<file path="src/rtl/dlyb_pkg.sv">
package dlyb_pkg;

    typedef enum logic [2:0] {
        BR_NONE     = 3'd0,
        BR_DLY_JUMP = 3'd1,
        BR_DLY_RTE  = 3'd2,
        BR_COND_NOW = 3'd3,
        BR_COND_DLY = 3'd4
    } br_class_e;

    typedef enum logic {
        ST_SEQ  = 1'b0,
        ST_SLOT = 1'b1
    } seq_state_e;

endpackage

</file>
<file path="src/rtl/dlyb_branch_resolve.sv">
module dlyb_branch_resolve
    import dlyb_pkg::*;
#(
    parameter int AW = 32
) (
    input  logic [2:0]    br_class,
    input  logic          cond_met,
    input  logic [AW-1:0] pc,
    input  logic [AW-1:0] br_target,
    output logic [AW-1:0] seq_pc,
    output logic          is_branch,
    output logic          jump_now,
    output logic          opens_slot,
    output logic [AW-1:0] slot_dest
);

    localparam logic [AW-1:0] STEP      = AW'(2);
    localparam logic [AW-1:0] SKIP_SLOT = AW'(4);

    br_class_e cls;

    assign cls    = br_class_e'(br_class);
    assign seq_pc = pc + STEP;

    always_comb begin
        is_branch  = 1'b0;
        jump_now   = 1'b0;
        opens_slot = 1'b0;
        slot_dest  = br_target;
        case (cls)
            BR_DLY_JUMP, BR_DLY_RTE: begin
                is_branch  = 1'b1;
                opens_slot = 1'b1;
            end
            BR_COND_NOW: begin
                is_branch = 1'b1;
                jump_now  = cond_met;
            end
            BR_COND_DLY: begin
                is_branch  = 1'b1;
                opens_slot = 1'b1;
                slot_dest  = cond_met ? br_target : (pc + SKIP_SLOT);
            end
            default: begin
                is_branch = 1'b0;
            end
        endcase
    end

endmodule

</file>
<file path="src/rtl/dlyb_seq_fsm.sv">
module dlyb_seq_fsm
    import dlyb_pkg::*;
#(
    parameter int              AW        = 32,
    parameter logic [AW-1:0]   RESET_VEC = '0
) (
    input  logic          clk,
    input  logic          rst_n,
    input  logic          stall,
    input  logic          exc_take,
    input  logic [AW-1:0] exc_vector,
    input  logic [AW-1:0] seq_pc,
    input  logic          is_branch,
    input  logic          jump_now,
    input  logic [AW-1:0] jump_addr,
    input  logic          opens_slot,
    input  logic [AW-1:0] slot_dest,
    input  logic          slot_forbid,
    output logic [AW-1:0] pc,
    output logic [AW-1:0] next_pc,
    output logic          in_slot,
    output logic          slot_illegal
);

    seq_state_e    state_q, state_d;
    logic [AW-1:0] pc_q;
    logic [AW-1:0] pend_q, pend_d;

    always_ff @(posedge clk or negedge rst_n) begin
        if (!rst_n) begin
            state_q <= ST_SEQ;
            pc_q    <= RESET_VEC;
            pend_q  <= RESET_VEC;
        end else begin
            state_q <= state_d;
            pc_q    <= next_pc;
            pend_q  <= pend_d;
        end
    end

    always_comb begin
        state_d      = state_q;
        pend_d       = pend_q;
        next_pc      = pc_q;
        slot_illegal = 1'b0;
        if (exc_take) begin
            next_pc = exc_vector;
            state_d = ST_SEQ;
            pend_d  = exc_vector;
        end else if (!stall) begin
            unique case (state_q)
                ST_SEQ: begin
                    next_pc = jump_now ? jump_addr : seq_pc;
                    if (opens_slot) begin
                        state_d = ST_SLOT;
                        pend_d  = slot_dest;
                    end
                end
                ST_SLOT: begin
                    slot_illegal = slot_forbid | is_branch;
                    next_pc      = pend_q;
                    state_d      = ST_SEQ;
                end
            endcase
        end
    end

    assign pc      = pc_q;
    assign in_slot = (state_q == ST_SLOT);

endmodule

</file>
<file path="src/rtl/dlyb_pc_seq.sv">
module dlyb_pc_seq #(
    parameter int            AW        = 32,
    parameter logic [AW-1:0] RESET_VEC = 32'hA000_0000
) (
    input  logic          clk,
    input  logic          rst_n,
    input  logic          stall,
    input  logic          exc_take,
    input  logic [AW-1:0] exc_vector,
    input  logic [2:0]    br_class,
    input  logic          cond_met,
    input  logic [AW-1:0] br_target,
    input  logic          slot_forbid,
    output logic [AW-1:0] pc,
    output logic [AW-1:0] next_pc,
    output logic          in_slot,
    output logic          slot_illegal
);

    logic [AW-1:0] seq_pc;
    logic          is_branch;
    logic          jump_now;
    logic          opens_slot;
    logic [AW-1:0] slot_dest;

    dlyb_branch_resolve #(.AW(AW)) u_resolve (
        .br_class   (br_class),
        .cond_met   (cond_met),
        .pc         (pc),
        .br_target  (br_target),
        .seq_pc     (seq_pc),
        .is_branch  (is_branch),
        .jump_now   (jump_now),
        .opens_slot (opens_slot),
        .slot_dest  (slot_dest)
    );

    dlyb_seq_fsm #(.AW(AW), .RESET_VEC(RESET_VEC)) u_fsm (
        .clk          (clk),
        .rst_n        (rst_n),
        .stall        (stall),
        .exc_take     (exc_take),
        .exc_vector   (exc_vector),
        .seq_pc       (seq_pc),
        .is_branch    (is_branch),
        .jump_now     (jump_now),
        .jump_addr    (br_target),
        .opens_slot   (opens_slot),
        .slot_dest    (slot_dest),
        .slot_forbid  (slot_forbid),
        .pc           (pc),
        .next_pc      (next_pc),
        .in_slot      (in_slot),
        .slot_illegal (slot_illegal)
    );

endmodule

</file>
<file path="config.mk">
export PLATFORM = sky130hd
export DESIGN_NAME = dlyb_pc_seq
export DESIGN_NICKNAME = d
export VERILOG_FILES = /design/src/rtl/dlyb_pkg.sv /design/src/rtl/dlyb_branch_resolve.sv /design/src/rtl/dlyb_seq_fsm.sv /design/src/rtl/dlyb_pc_seq.sv
export SDC_FILE = /design/constraint.sdc
export NUM_CORES = 1
export LEC_CHECK = 0
export CORE_ASPECT_RATIO = 1.25
export CORE_UTILIZATION = 44
export CTS_CLUSTER_DIAMETER = 60
export DETAILED_ROUTE_END_ITERATION = 8
export HOLD_SLACK_MARGIN = 0.12
export PLACE_DENSITY = 0.87
export SETUP_SLACK_MARGIN = 0.3
export SYNTH_ARGS = -nofsm -noshare
export SYNTH_HDL_FRONTEND = slang
export SYNTH_SLANG_ARGS = --single-unit
</file>
<file path="constraint.sdc">
create_clock -name clk -period 2.6 [get_ports clk]
set_clock_uncertainty 0.05 [all_clocks]
set_input_delay 0.26 -clock clk [delete_from_list [all_inputs] [get_ports clk]]
set_output_delay 0.26 -clock clk [all_outputs]
set_load 0.005 [all_outputs]
</file>
==> results <==
- The flow ran to the end, but the final reports show violations.
- The final reports fail on setup timing.
- The sequential fraction of design power is 32.2%.
- In this run the power density over the cells is 469 mW/mm^2.
- Net switching is 35.1% of the power.
- Counting flops with a built-in enable in the synthesized netlist gives 0.
- Summing every instance area after synthesis gives 0.00488 mm^2.
- In the final design database the tool counted 979 nets.
- The area added between synthesis and finish is 72.3%.
- The quantity of I/O buffers inserted on ports is 138.
- In the synthesized netlist the dominant register cell turns out to be sky130_fd_sc_hd__dfrtp_1.
- The post-route worst hold slack is 0.276 ns.
- Cells fill 78.8% of the core in the end.
- The internal power consumption is 2560 uW.
- The clock tree synthesis step divided the H-tree into 3 levels.
- Setup repair after global routing could not meet its margin everywhere.
- The number of sinks on the clock net is 65.
- After global routing the overflow that remains totals 0.
- After detailed routing, the number of vias per cell comes to 6.75.
- The final count of negative-setup-slack endpoints is 18.
- The headroom to the max-slew limit is 49.0%.
- The path type of the worst setup path is reg -> out.
- During synthesis, Yosys emitted a total of 0 warnings.
- The first global-routing pass estimated 35600 um of wire.
- The total of max-cap violations is 0.
- The final hold violation count is 0.
- The CTS tree is done.
- The weighted congestion reported at the end of routability-driven placement is 0.956.
- The critical path launch point is u_fsm.pc[3]$_DFF_PN0_.
- The starting density of the core is 45.8%.
- In the final routed layout, each cell accounts on average for 23.7 um.
- The share of power burned in the clock network is 29.2%.
- The completed layout was analyzed and its total power is 3940 uW.
- The number of different library cells used by synthesis comes to 57.
- The area of the die is 0.0115 mm^2.
- The data required time of the worst path is 2.29 ns.
- The commonest non-fill, non-tap cell in the layout is sky130_fd_sc_hd__buf_4.
- The end point of the critical path is next_pc[21].
- The fraction of registers with async set or reset after synthesis is 100%.
- The number of antenna violations at the first check in global routing was 0.
- The clock transition at the register clock pins on the worst setup and hold paths after CTS is 0.06 ns.
- Cells with a size suffix above 1 make up 35.8% of the layout.
- In this run the critical register-to-register path is captured at u_fsm.pend_q[28]$_DFFE_PN0P_.
- In this run the critical register-to-register path is launched from u_fsm.pc[3]$_DFF_PN0_.
- The worst setup path is captured at a primary output.
- The standard-cell row count is 42.
- Once layout is done, the placed cells without fillers occupy 0.00841 mm^2.
- The clock latency of the later-clocked register in the worst-skew pair is 0.35 ns.
- The library cells used most frequently in the layout, excluding fill and tap cells, are 143 x sky130_fd_sc_hd__buf_4, 99 x sky130_fd_sc_hd__clkdlybuf4s50_1, 79 x sky130_fd_sc_hd__nand2_1.
- The number of nets in the synthesized netlist is 706.
- Of all nets on the critical path, the largest fanout is 4.
- The type of the most critical hold path is in -> reg.
- The overall die height is 120 um.
- The clock root buffer is sky130_fd_sc_hd__clkbuf_16.
- Synthesis produced a netlist whose cell count is 631.
- The number of placed instances with taps included is 954.
- The register bit total from synthesis is 65.
- After synthesis, flip-flops and latches occupy 33.4% of the total area.
- The repair_antennas step left the layout with diodes totalling 0.
- The kind of start point of the critical path is a flop.
- The initial detailed-routing violation count is 898.
- TritonCTS created 9 clock buffers.
- In this run the count of I/O pins placed on the die edge is 139.
- Measured along the x axis, the die boundary spans 96.2 um.
- The final layout contains routed wiring with a total length of 24600 um.
- Summed over all cells, the static leakage comes to 0.00355 uW.
- The number of DRC violations after detailed routing is 0.
- Combinational cells account for 38.6% of the total power.
- The final clock period utilization by the worst path is 110%.
- The remaining antenna violation count after routing is 0.
- The transition time at the pin with the least slew margin is 0.764 ns.
- The via count of the first global-routing pass was 6947.
- Data arrives at the worst endpoint at 2.55 ns.
- The overall track demand over capacity in global routing is 41.0%.
- The minimum setup slack among reg-to-reg paths is 0.07 ns.
- The net switching power is 1380 uW.
- The total half-perimeter wirelength after legalization and detailed placement is 15100 um.
- The setup slack after layout is -0.255 ns.
- The average cell area after synthesis is 7.74 um^2.
- Summing all placed instances gives a cell area of 0.00712 mm^2.
- The length in cells of the worst reg-to-reg path is 13.
- IR analysis of the VDD net gives a maximum drop of 0.281 mV.
- The maximum clock rate is 350 MHz.
- The vias after detailed routing is 7026.
- The final cell count without fillers is 1041.
- The number of buffers between clock root and the deepest sink is 2.
- The time the final worst path needs with I/O delays and setup is 2.86 ns.
- The core region is 0.0107 mm^2.
- The count of TritonRoute iterations in the first routing pass is 6.
- The max-slew violation count is 0.
- The largest net degree at the start of global routing is 38.
-- flip-flops by register name, indices dropped and copies added (netlist names) --
name / cells
u_fsm.in_slot: 1
u_fsm.pend_q: 32
u_fsm.pc: 32
-- worst min-delay path by stage --
stage	slack, ns	start	to	cells after the start
3_5_place_dp	0.30	rst_n	u_fsm.pc[19]$_DFF_PN0_	1
5_1_grt	0.29	exc_take	u_fsm.pend_q[25]$_DFFE_PN0P_	2
2_1_floorplan	-0.09	rst_n	u_fsm.in_slot$_DFFE_PN0P_	0
3_3_place_gp	0.29	rst_n	u_fsm.pc[19]$_DFF_PN0_	1
4_1_cts	0.27	exc_take	u_fsm.pend_q[25]$_DFFE_PN0P_	2
6_report	0.28	exc_take	u_fsm.pend_q[25]$_DFFE_PN0P_	2
-- cell usage after synthesis, drive strengths merged (6+ instances only) --
master / instances / area, um^2
a221o: 6 / 61.3
o21ai: 48 / 240
clkbuf: 44 / 166
xor2: 28 / 245
o211ai: 24 / 180
nand4: 18 / 131
inv: 9 / 33.8
nor3: 18 / 90.1
xnor2: 14 / 123
o221ai: 8 / 70.1
a211oi: 9 / 67.6
dfrtp: 61 / 1530
buf: 19 / 96.4
a22oi: 15 / 113
nand2: 82 / 308
nand3: 34 / 170
o31ai: 7 / 52.6
nor4: 11 / 68.8
o22ai: 10 / 62.6
a21oi: 41 / 205
nor2: 52 / 195
-- routing by layer --
layer  GRT usage [%]  part of all wire, %  up-vias
met1            47.8                   34     3317
met5               0                    0        -
met2            67.1                   48      642
met4            28.5                  7.2        0
met3            6.65                   10      180
li1                -                    -     2887
-- cell families (layout without fill, tap and decap cells) --
logic type	count (synthesis)	after routing	share of synthesized area [%]
flip-flops	65	65	33.4
buffers and inverters	72	350	6.08
AO/OA/AOI/OAI	202	202	27.2
multiplexers	4	4	0.820
adder cells (fa/ha/maj)	2	2	0.513
XOR/XNOR	42	42	7.54
AND/OR/NAND/NOR	244	244	24.4
-- power by group through the flow --
stage	clock network [uW]	registers, uW	logic (uW)
floorplan	0	1240	547
global placement	0	1260	1220
detailed placement	0	1270	1240
CTS	1140	1250	1360
global route	1180	1280	1600
finish	1150	1270	1520
-- critical path, stage by stage (launching register included) --
cell and delay (ns):
sky130_fd_sc_hd__dfrtp_1 0.44, sky130_fd_sc_hd__nand4_2 0.12, sky130_fd_sc_hd__or4_4 0.61, sky130_fd_sc_hd__buf_6 0.15
sky130_fd_sc_hd__or4_4 0.41, sky130_fd_sc_hd__a31oi_1 0.20, sky130_fd_sc_hd__a221o_2 0.17, sky130_fd_sc_hd__buf_2 0.11
-- final cells by class --
cell class                      count  area [um^2]
Clock buffer                       11          233
Clock inverter                      5         33.8
Fill cell                         679         2260
Inverter                            9         33.8
Multi-Input combinational cell    494         3450
Sequential cell                    65         1640
Tap cell                          132          165
Timing Repair Buffer              325         2850
-- timing repair --
| item | in CTS | in global routing |
|---|---|---|
| setup buffers | 54 | 16 |
| endpoints found under the setup margin | 33 | 39 |
| pin swaps | 58 | 49 |
| endpoints found under the hold margin | 28 | 0 |
| gates resized for setup | 189 | 75 |
| hold buffers | 1 | 0 |
-- metrics by stage --
stage	TNS, ns	setup slack [ns]
after floorplan	0	0.192
after global placement	-1.34	-0.160
after detailed placement	-3.11	-0.183
after CTS	-0.950	-0.217
after global routing	-3.30	-0.280
final	-2.54	-0.255
Note: power is estimated with default switching activity, not from simulation.
